$ cat src/rtl/audio_ring_pkg.sv
package audio_ring_pkg;
  typedef enum logic [2:0] {
    SEL_BASE  = 3'd0,
    SEL_END   = 3'd1,
    SEL_RDPTR = 3'd2,
    SEL_WRPTR = 3'd3,
    SEL_MARK  = 3'd4,
    SEL_REARM = 3'd5
  } ring_sel_e;

  localparam int unsigned MARK_GRAN_LG = 8;
endpackage

$ cat src/rtl/audio_ring_step.sv
module audio_ring_step #(
  parameter int unsigned ADDR_W = 31,
  parameter int unsigned CNT_W  = 16
) (
  input  logic [ADDR_W:0]   ptr_i,
  input  logic [CNT_W-1:0]  n_i,
  input  logic [ADDR_W-1:0] base_i,
  input  logic [ADDR_W-1:0] end_i,
  output logic [ADDR_W:0]   ptr_o
);
  localparam int unsigned SW = ((ADDR_W > CNT_W) ? ADDR_W : CNT_W) + 2;

  logic [SW-1:0] sum, endx, size, wrapped;

  always_comb begin
    sum     = SW'(ptr_i[ADDR_W-1:0]) + SW'(n_i);
    endx    = SW'(end_i);
    size    = endx - SW'(base_i) + SW'(1);
    wrapped = sum - size;
    if (sum > endx) ptr_o = {~ptr_i[ADDR_W], wrapped[ADDR_W-1:0]};
    else            ptr_o = {ptr_i[ADDR_W], sum[ADDR_W-1:0]};
  end
endmodule

$ cat src/rtl/audio_ring_level.sv
module audio_ring_level #(
  parameter int unsigned ADDR_W = 31
) (
  input  logic [ADDR_W:0]   rd_i,
  input  logic [ADDR_W:0]   wr_i,
  input  logic [ADDR_W-1:0] base_i,
  input  logic [ADDR_W-1:0] end_i,
  output logic [ADDR_W:0]   fill_o,
  output logic [ADDR_W:0]   free_o,
  output logic              empty_o,
  output logic              full_o
);
  logic [ADDR_W:0] size, rd_a, wr_a;
  logic            same_phase, same_addr;

  always_comb begin
    rd_a       = {1'b0, rd_i[ADDR_W-1:0]};
    wr_a       = {1'b0, wr_i[ADDR_W-1:0]};
    size       = {1'b0, end_i} - {1'b0, base_i} + 1'b1;
    same_phase = (rd_i[ADDR_W] == wr_i[ADDR_W]);
    same_addr  = (rd_a == wr_a);
    if (same_phase) fill_o = wr_a - rd_a;
    else            fill_o = size - (rd_a - wr_a);
    free_o  = size - fill_o;
    empty_o = same_addr && same_phase;
    full_o  = same_addr && !same_phase;
  end
endmodule

$ cat src/rtl/audio_ring_mark.sv
module audio_ring_mark #(
  parameter int unsigned MW = 32
) (
  input  logic          clk,
  input  logic          rst_n,
  input  logic [MW-1:0] metric_i,
  input  logic [MW-1:0] mark_i,
  input  logic          rearm_i,
  output logic          flag_o
);
  always_ff @(posedge clk) begin
    if (!rst_n)                flag_o <= 1'b0;
    else if (rearm_i)          flag_o <= 1'b0;
    else if (metric_i > mark_i) flag_o <= 1'b1;
  end


  mark_rise_chk: assert property (@(posedge clk) disable iff (!rst_n)
    $rose(flag_o) |-> $past(metric_i > mark_i));


  mark_hold_chk: assert property (@(posedge clk) disable iff (!rst_n)
    (flag_o && !rearm_i) |=> flag_o);
endmodule

$ cat src/rtl/audio_ring_ptr.sv
module audio_ring_ptr
  import audio_ring_pkg::*;
#(
  parameter int unsigned ADDR_W = 31,
  parameter int unsigned CNT_W  = 16
) (
  input  logic              clk,
  input  logic              rst_n,
  input  logic              play_mode,
  input  logic              reg_we,
  input  logic [2:0]        reg_sel,
  input  logic [ADDR_W:0]   reg_wdata,
  output logic [ADDR_W:0]   reg_rdata,
  input  logic              adv_valid,
  output logic              adv_ready,
  input  logic [CNT_W-1:0]  adv_bytes,
  output logic              adv_err,
  output logic [ADDR_W:0]   level_o,
  output logic [ADDR_W-1:0] cur_pos,
  output logic              empty_o,
  output logic              full_o,
  output logic              mark_flag
);
  localparam int unsigned CMPW = ((CNT_W > ADDR_W + 1) ? CNT_W : ADDR_W + 1);

  logic [ADDR_W-1:0] base_q, end_q, mark_q;
  logic [ADDR_W:0]   rd_q, wr_q, act_ptr, next_ptr;
  logic [ADDR_W:0]   fill, free, avail, metric;
  logic              sw_rd_we, sw_wr_we, sw_ptr_we, rearm;
  logic              take, apply, refuse;

  always_comb begin
    sw_rd_we  = reg_we && (reg_sel == SEL_RDPTR);
    sw_wr_we  = reg_we && (reg_sel == SEL_WRPTR);
    sw_ptr_we = sw_rd_we || sw_wr_we;
    rearm     = reg_we && (reg_sel == SEL_REARM);
    adv_ready = !sw_ptr_we;
    take      = adv_valid && adv_ready;
    act_ptr   = play_mode ? rd_q : wr_q;
    avail     = play_mode ? fill : free;
    apply     = take && (CMPW'(adv_bytes) <= CMPW'(avail));
    refuse    = take && !apply;
    metric    = play_mode ? free : fill;
  end

  audio_ring_level #(.ADDR_W(ADDR_W)) u_level (
    .rd_i(rd_q), .wr_i(wr_q), .base_i(base_q), .end_i(end_q),
    .fill_o(fill), .free_o(free), .empty_o(empty_o), .full_o(full_o)
  );

  audio_ring_step #(.ADDR_W(ADDR_W), .CNT_W(CNT_W)) u_step (
    .ptr_i(act_ptr), .n_i(adv_bytes), .base_i(base_q), .end_i(end_q),
    .ptr_o(next_ptr)
  );

  audio_ring_mark #(.MW(ADDR_W + 1)) u_mark (
    .clk(clk), .rst_n(rst_n), .metric_i(metric), .mark_i({1'b0, mark_q}),
    .rearm_i(rearm), .flag_o(mark_flag)
  );

  always_ff @(posedge clk) begin
    if (!rst_n) begin
      base_q  <= '0;
      end_q   <= '0;
      mark_q  <= '0;
      rd_q    <= '0;
      wr_q    <= '0;
      adv_err <= 1'b0;
    end else begin
      adv_err <= refuse;
      if (reg_we && reg_sel == SEL_BASE) base_q <= reg_wdata[ADDR_W-1:0];
      if (reg_we && reg_sel == SEL_END)  end_q  <= reg_wdata[ADDR_W-1:0];
      if (reg_we && reg_sel == SEL_MARK)
        mark_q <= {reg_wdata[ADDR_W-1:MARK_GRAN_LG], {MARK_GRAN_LG{1'b0}}};
      if (sw_rd_we)                rd_q <= reg_wdata;
      else if (apply && play_mode) rd_q <= next_ptr;
      if (sw_wr_we)                 wr_q <= reg_wdata;
      else if (apply && !play_mode) wr_q <= next_ptr;
    end
  end

  always_comb begin
    case (reg_sel)
      SEL_BASE:  reg_rdata = {1'b0, base_q};
      SEL_END:   reg_rdata = {1'b0, end_q};
      SEL_RDPTR: reg_rdata = rd_q;
      SEL_WRPTR: reg_rdata = wr_q;
      SEL_MARK:  reg_rdata = {1'b0, mark_q};
      default:   reg_rdata = '0;
    endcase
    level_o = fill;
    cur_pos = act_ptr[ADDR_W-1:0] - base_q;
  end


  sw_prio_chk: assert property (@(posedge clk) disable iff (!rst_n)
    $past(reg_we && reg_sel == SEL_RDPTR) |-> (rd_q == $past(reg_wdata)));


  refuse_stable_chk: assert property (@(posedge clk) disable iff (!rst_n)
    adv_err |-> ($stable(rd_q) && $stable(wr_q)));


  wrap_dir_chk: assert property (@(posedge clk) disable iff (!rst_n)
    ($past(!sw_rd_we) && (rd_q[ADDR_W] != $past(rd_q[ADDR_W])))
      |-> (rd_q[ADDR_W-1:0] <= $past(rd_q[ADDR_W-1:0])));
endmodule

$ cat config.mk
export PLATFORM = sky130hd
export DESIGN_NAME = audio_ring_ptr
export DESIGN_NICKNAME = d
export VERILOG_FILES = /design/src/rtl/audio_ring_pkg.sv /design/src/rtl/audio_ring_step.sv /design/src/rtl/audio_ring_level.sv /design/src/rtl/audio_ring_mark.sv /design/src/rtl/audio_ring_ptr.sv
export SDC_FILE = /design/constraint.sdc
export NUM_CORES = 1
export LEC_CHECK = 0
export BUFFER_PORTS_ARGS = -buffer_cell sky130_fd_sc_hd__buf_4
export CAP_MARGIN = 20
export CORE_UTILIZATION = 45
export CTS_CLUSTER_SIZE = 25
export DETAILED_ROUTE_END_ITERATION = 8
export GPL_ROUTABILITY_DRIVEN = 0
export HOLD_SLACK_MARGIN = 0.06
export RECOVER_POWER = 50
export SLEW_MARGIN = 20
export SYNTH_ARGS = -nofsm -noshare
export SYNTH_HDL_FRONTEND = slang
export SYNTH_SLANG_ARGS = --single-unit
$ cat constraint.sdc
create_clock -name clk -period 8.8 [get_ports clk]
set_clock_uncertainty 0.15 [all_clocks]
set_input_delay 0.88 -clock clk [delete_from_list [all_inputs] [get_ports clk]]
set_output_delay 0.88 -clock clk [all_outputs]
set_load 0.1 [all_outputs]
**Word-level counts from Yosys, hierarchy flattened**

Index checks and enable logic that the tools add are counted.
Widths: inputs -> output; s select.

- Output and inout bits: 100
- Register bits: 151
- Bits of input ports: 56
- Logic and storage cells: 62

- Magnitude comparators: 3
- Multiplexer cells: 10
- Add/sub/neg operators: 11
- Equality and inequality tests: 7
- Reductions and logical operators: 22
- Bitwise logic cells: 2

Operator list:

| operator | number |
|---|---|
| $mux 32 | 9 |
| $pmux 32 s5 | 1 |
| $sub 31x31->32 | 3 |
| $sub 31x31->31 | 3 |
| $gt 32x31->1 | 2 |
| $sub 32x32->32 | 2 |
| $add 31x16->32 | 1 |
| $add 32x1->32 const B | 1 |
| $le 16x32->1 | 1 |
| $add 31x1->31 const B | 1 |
| $eq 31x31->1 | 1 |
| $logic_and 1x1->1 | 13 |
| $eq 3x2->1 const B | 2 |
| $eq 3x3->1 const B | 2 |
| $logic_not 1->1 | 4 |
| $reduce_bool 2->1 | 2 |
| $eq 3x1->1 const B | 1 |
| $logic_not 3->1 | 1 |
| $not 1->1 | 2 |
| $reduce_or 2->1 | 1 |
| $eq 1x1->1 | 1 |
| $logic_or 1x1->1 | 1 |

**Logic depth before layout (Yosys ltp)**

Gate-level depths: netlist (run 1).

- Depth in word-level cells: 11
- Depth in mapped cells: 49
- Depth with buffers taken out: 49

**By module**

A second synthesis (run 1) with hierarchy kept.

- Cell total of the unflattened synthesis: 3068
- Area total of the unflattened synthesis: 23611.4 sq um

By module, submodules not included:

| module | times used | area an instance (sq um) | sequential area each (sq um) | cells an instance |
|---|---|---|---|---|
| audio_ring_ptr | 1 | 10124.7 | 3002.9 | 1242 |
| audio_ring_level | 1 | 7853.8 | 0.0 | 1054 |
| audio_ring_step | 1 | 4774.6 | 0.0 | 657 |
| audio_ring_mark | 1 | 858.3 | 20.0 | 115 |

**Worst setup path before layout (run 1)**

OpenSTA, ideal clock, no wires.

- Path type: flip-flop to flip-flop
- Start: register base_q[4]
- End: register u_mark.flag_o
- Clock period less this slack: 10.335 ns
- Stages on the path, launching flop included: 38
- Path buffers: 1
- Path slack: -1.535 ns
- Setup time: 0.122 ns
- Arrival time: 10.062 ns
- Required time: 8.528 ns
- Cells stage by stage: dfxtp_1 > inv_1 > ha_1 > ha_1 > nand2_1 > or4_4 > and4b_1 > o31ai_2 > xor2_1 > fa_1 > ha_1 > nand3_2 > nor2_2 > nand4_1 > a311oi_1 > o21bai_1 > and3_1 > a211oi_1 > [2 not listed] > clkbuf_1 > o21a_1 > nand3_1 > o221ai_1 > a21bo_2 > xnor2_1 > nand2_1 > xnor2_1 > ha_1 > a21o_1 > a21o_1 > a21oi_1 > o21ai_0 > a21o_1 > a21o_1 > a21oi_1 > a41oi_1 > o311a_1

- Longest elaborated chain between the ends: 7

Ends and longest elaborated chain:

| what | line | RTL |
|---|---|---|
| from (decl) | audio_ring_ptr.sv:26 | `logic [ADDR_W-1:0] base_q, end_q, mark_q;` |
| from (signal assigned) | audio_ring_ptr.sv:71 | `if (reg_we && reg_sel == SEL_BASE) base_q <= reg_wdata[ADDR_W-1:0];` |
| $sub 31x31->32 * | audio_ring_level.sv:19 | `size = {1'b0, end_i} - {1'b0, base_i} + 1'b1;` |
| $add 32x1->32 * | audio_ring_level.sv:19 |  |
| $sub 32x32->32 * | audio_ring_level.sv:23 | `else fill_o = size - (rd_a - wr_a);` |
| $mux 32 * | audio_ring_level.sv:22 | `if (same_phase) fill_o = wr_a - rd_a;` |
| via level_o[21] | audio_ring_ptr.sv:18 | `output logic [ADDR_W:0] level_o,` |
| $sub 32x32->32 | audio_ring_level.sv:24 | `free_o = size - fill_o;` |
| $mux 32 * | audio_ring_ptr.sv:43 | `metric = play_mode ? free : fill;` |
| $gt 32x31->1 * | audio_ring_mark.sv:14 | `else if (metric_i > mark_i) flag_o <= 1'b1;` |
| to (signal assigned) | audio_ring_mark.sv:12 | `if (!rst_n) flag_o <= 1'b0;` |
| to (signal assigned) | audio_ring_mark.sv:13 | `else if (rearm_i) flag_o <= 1'b0;` |
| to (signal assigned) | audio_ring_mark.sv:14 |  |
| to (decl) | audio_ring_mark.sv:9 | `output logic flag_o` |

The timed path passes the listed nets; every way through them passes the cells marked *.
A chain may end at the register's enable or synchronous reset.

**Final worst setup path (run 1)**

- Start: register base_q[3]
- End: register u_mark.flag_o

- Longest elaborated chain between the ends: 7

Ends and longest elaborated chain:

| what | line |
|---|---|
| $sub 31x31->32 * | audio_ring_level.sv:19 |
| $add 32x1->32 * | audio_ring_level.sv:19 |
| $sub 32x32->32 | audio_ring_level.sv:23 |
| $mux 32 | audio_ring_level.sv:22 |
| $sub 32x32->32 | audio_ring_level.sv:24 |
| $mux 32 * | audio_ring_ptr.sv:43 |
| $gt 32x31->1 * | audio_ring_mark.sv:14 |

Every way passes the cells marked *; elsewhere a longest branch is shown, timed or not.

==> results of run 1 <==
[worst reg2reg max path: cells and delay by family, from the launching register on]
kind	cells	cell delay (ns)
compound gates	23	4.06
mux	1	0.13
xor+xnor	2	0.36
fa+ha+maj	7	2.20
buf+inv	6	0.68
simple gates	4	0.55
flops	1	0.33
[per-stage QoR]
stage | setup TNS (ns) | cells | hold slack [ns]
after detailed placement | -8.37 | 3847 | 0.307
after global placement | 0 | 3847 | 0.297
after floorplan | 0 | 2991 | 0.286
final | 0 | 3917 | 0.326
after CTS | 0 | 3879 | 0.325
after global routing | -9.85 | 3914 | 0.337
[flip-flops by register name (all words and copies together), names as in the netlist]
register       flops
rd_q              32
wr_q              32
base_q            31
end_q             31
mark_q            23
adv_err            1
u_mark.flag_o      1
[cell usage in the layout, fill, tap and decap left out, types with 48 or more instances in the layout]
cell type,n
nand3_1,118
mux2i_1,83
a21o_1,59
xor2_1,48
xnor2_1,123
dfxtp_1,146
nor2_1,216
o21ai_0,108
inv_1,233
mux2_2,49
ha_1,278
fa_1,66
nand2_1,345
buf_4,318
a21oi_1,281
[cells by family (layout without fill, tap and decap cells)]
| family | Yosys count | count (layout) | synth area share |
|---|---|---|---|
| AOI/OAI and AO/OA | 810 | 811 | 0.232 |
| and+or+nand+nor | 974 | 974 | 0.202 |
| buffers and inverters | 357 | 615 | 0.0608 |
| DFF | 151 | 151 | 0.134 |
| adders and majority gates | 367 | 367 | 0.225 |
| other | 0 | 3 | 0 |
| xor gates and xnor gates | 189 | 189 | 0.0750 |
| muxes | 143 | 143 | 0.0713 |
[what timing repair did]
| action | in CTS | in global routing |
|---|---|---|
| setup endpoints to repair | 65 | 66 |
| buffers inserted | 0 | 27 |
| pin swaps | 3 | 57 |
| gates cloned | 0 | 7 |
| resized for setup | 14 | 136 |
[area by class of cell]
type | count | area [um2]
inverters | 242 | 912
fillers | 4588 | 22000
clock inverters | 12 | 190
multi-input cells | 2484 | 19100
well taps | 664 | 831
flip-flops and latches | 151 | 3030
diodes | 3 | 7.51
repair buffers | 341 | 2750
clock buffers | 20 | 457
[per-layer routing]
metal  GRT usage  vias up  share of wire
li1            -    11203              -
met1       0.473    11374           0.44
met2       0.484     1253           0.41
met3      0.0664      162           0.11
met4       0.114        2          0.039
met5           0        -        0.00014
[worst max path at each step]
stage                         end       from  cells after the start
finish              u_mark.flag_o  base_q[3]                     43
global route              wr_q[0]   end_q[1]                     44
CTS                      wr_q[13]   end_q[1]                     46
detailed placement       wr_q[13]   end_q[1]                     46
global placement    u_mark.flag_o   end_q[1]                     46
floorplan                rd_q[29]  play_mode                     35
==> impl_metrics.toml, run 1 <==
[placement]
io_buffers = 155
place_hpwl_um = 70400
dpl_worst_slack_ns = -0.237
placed_cell_area_mm2 = 0.0255

[floorplan]
start_util = 0.459
die_y_um = 226
io_pins = 156
placementRows = 81
die_area_mm2 = 0.0511
die_w_um = 226
design.core.area_mm2 = 0.0493

[critical_path]
slowest_stage = "fa_1"
path_buf_inv = 6
r2r_cells = 43
cp.arrival_ns = 8.77
worstSetupStartpointType = "flip-flop"
worstPathRequired_ns = 8.99
path_delay_family = "compound AO/OA/AOI/OAI gates"
r2r-start = "base_q[3]"
critPathMaxFanout = 4
r2r-end = "u_mark.flag_o"
reg2reg_slack_ns = 0.23
cpPeakStageDelay_ns = 0.53
crit_type = "reg -> reg"
end_kind = "flip-flop"

[clock_network]
cts_tree = "done"
htreeDepth = 4
hold_buffers = 0
cts_buffer_depth = 2
cts_made_buffers = 17
clk_pin_slew_ns = 0.07
clock-root-buffer = "clkbuf_16"
clock-sinks = 151
insertion_delay_ns = 0.45

[sta]
rsz0062_at_grt = "true"
worst_pin_slew_ns = 1.23
max_freq_mhz = 117
fin_ws_ns = 0.228
finalMaxSlewViolations = 0
setup_viol = 0
slew_headroom = 0.186
min_period_over_period = 0.974
min_period_ns = 8.57
hold_viol = 0

[global_route]
grt_pass1_wl_um = 128000
grt_overflow_total = 0
antenna_found_initial = 3
grt_usage = 0.329
grt_pass1_vias = 22119
grt_max_degree = 64

[route]
drtIter0Drc = 2876
detail-route-antenna-nets = 0
vias_per_cell = 6.13
drcViolationCount = 0
first_pass_iters = 6
routed_wl_um = 87900
post_drt_wl_per_cell_um = 22.4
num_vias = 23994

[yosys]
synth_edf_count = 0
syn_nets = 3412
netlist_top_cells_area = "ha_1 (17%), dfxtp_1 (13%), a21oi_1 (6.7%), fa_1 (5.9%), nand2_1 (5.7%)"
syn_avg_cell_area_um2 = 7.55
ys_warn_count = 0
synth_seq_cells = 151
synth_top_area_share = 0.165
ys_types = 100
synthCells = 2991
seq_area_frac_synth = 0.134
syn_area_mm2 = 0.0226
synth_top_area_cell = "ha_1"
ys_dominant_reg_cell = "dfxtp_1"
synth_commonest_cells = "nand2_1 (346), a21oi_1 (303), ha_1 (298)"
synth_most_common_cell = "nand2_1"
async_flop_share = 0

[finish]
fin_util = 0.554
area_growth_pct = 20.8
fin_nets = 3658
drive_gt1_frac = 0.184
stdcell_area_mm2 = 0.0273

[status]
status = "finished, final reports clean"

[flow_run]
cap_violations = 0

[min_path]
holdCritPathClass = "reg -> reg"
min_delay_worst_endpoint = "mark_q[15]"
min_from = "mark_q[15]"
min_path_cells = 2
Power of run 1 is left out: the tool's default activity adds up to more than one toggle a clock period on the data nets, which glitch-free logic cannot reach.
==> inputs of run 2 (changes only) <==
--- a/config.mk
+++ b/config.mk
@@ -8,6 +8,7 @@
 export BUFFER_PORTS_ARGS = -buffer_cell sky130_fd_sc_hd__buf_4
 export CAP_MARGIN = 20
 export CORE_UTILIZATION = 45
+export CTS_BUF_LIST = sky130_fd_sc_hd__clkbuf_16
 export CTS_CLUSTER_SIZE = 25
 export DETAILED_ROUTE_END_ITERATION = 8
 export GPL_ROUTABILITY_DRIVEN = 0
==> impl_metrics.toml, run 2 (synthesized netlist as in run 1, its figures left out) <==
[floorplan]
io_pins = 156
die_area_mm2 = 0.0511
die_y_um = 226
design.core.area_mm2 = 0.0493
start_util = 0.459
die_w_um = 226
placementRows = 81

[finish]
fin_nets = 3662
area_growth_pct = 20.8
drive_gt1_frac = 0.184
reg.largest.list = "rd_q x32, wr_q x32"
fin_util = 0.554
final_common_cell = "nand2_1"
final_cell_mix = "nand2_1 (344), buf_4 (324), a21oi_1 (278)"
stdcell_area_mm2 = 0.0273

[global_route]
antenna_found_initial = 5
grt_pass1_wl_um = 128000
grt_usage = 0.329
grt_pass1_vias = 22145
grt_max_degree = 64
grt_overflow_total = 0

[critical_path]
cp.arrival_ns = 8.76
r2r_cells = 36
critPathMaxFanout = 6
worstSetupStartpointType = "flip-flop"
end_kind = "flip-flop"
cpPeakStageDelay_ns = 0.57
crit_end = "wr_q[17]"
r2r-start = "base_q[5]"
crit_type = "reg -> reg"
crit_top_cell = "buf_4"
path_depth = 36
path_delay_family = "compound AO/OA/AOI/OAI gates"
r2r-end = "wr_q[17]"
reg2reg_slack_ns = 0.21
worstPathRequired_ns = 8.97
path_buf_inv = 6
crit_start = "base_q[5]"
slowest_stage = "or4_4"

[placement]
place_hpwl_um = 70400
io_buffers = 155
placed_cell_area_mm2 = 0.0255

[route]
vias_per_cell = 6.13
routed_wl_um = 87700
post_drt_wl_per_cell_um = 22.4
first_pass_iters = 6
detail-route-antenna-nets = 0
drtIter0Drc = 2787
num_vias = 24017
drcViolationCount = 0

[flow_run]
cap_violations = 0

[status]
status = "finished, final reports clean"

[clock_network]
hold_buffers = 0
htreeDepth = 4
cts_buffer_depth = 2
clock-sinks = 151
insertion_delay_ns = 0.45
cts_made_buffers = 17
clk_pin_slew_ns = 0.07
cts_tree = "done"
clock-root-buffer = "clkbuf_16"

[sta]
max_freq_mhz = 116
fin_tns_setup_ns = 0
min_period_over_period = 0.976
worst_pin_slew_ns = 1.22
rsz0062_at_grt = "true"
hold_viol = 0
finalMaxSlewViolations = 0
slew_headroom = 0.188
setup_viol = 0
min_period_ns = 8.59

[min_path]
holdCritPathClass = "reg -> reg"
[run 2: layout make-up]
| cell class | count | area, um2 |
|---|---|---|
| sequential | 151 | 3030 |
| tap | 664 | 831 |
| timing repair buffer | 345 | 2760 |
| antenna | 2 | 5.00 |
| clock buffer | 17 | 425 |
| clock inverter | 15 | 201 |
| multi-input combinational | 2484 | 19100 |
| fill | 4588 | 22000 |
| inverter | 242 | 912 |
[run 2: worst min path at each step]
| stage | startpoint | endpoint | depth (start not counted) | slack (ns) |
|---|---|---|---|---|
| final | mark_q[15] | mark_q[15] | 2 | 0.32 |
| after detailed placement | mark_q[30] | mark_q[30] | 2 | 0.31 |
| after floorplan | mark_q[30] | mark_q[30] | 2 | 0.29 |
| after CTS | mark_q[15] | mark_q[15] | 2 | 0.32 |
| after global routing | mark_q[15] | mark_q[15] | 2 | 0.34 |
| after global placement | mark_q[30] | mark_q[30] | 2 | 0.30 |
[run 2: tightest hold or removal path, cell delays in order (launching register included)]
cell and delay [ns]:
dfxtp_1 0.32, nand2_1 0.06, a21oi_1 0.05
[run 2: per-layer routing]
layer | GRT usage | wire, um
met5 | 0 | 40
met4 | 0.116 | 3320
met3 | 0.0670 | 9500
met1 | 0.473 | 38400
met2 | 0.482 | 36400
[run 2: what timing repair did]
| item | 4_1_cts | 5_1_grt |
|---|---|---|
| pin swaps | 3 | 63 |
| buffers inserted | 0 | 31 |
| cloned | 0 | 7 |
| setup endpoints to repair | 65 | 66 |
| resized for setup | 14 | 135 |
[run 2: metrics by stage]
stage | instances | setup WS [ns] | hold WS (ns)
CTS | 3879 | 0.0147 | 0.325
floorplan | 2991 | 0.00719 | 0.286
global route | 3918 | -0.193 | 0.337
detailed placement | 3847 | -0.237 | 0.307
global placement | 3847 | 0.0128 | 0.297
finish | 3920 | 0.210 | 0.325
Power of run 2 is left out for the same reason.
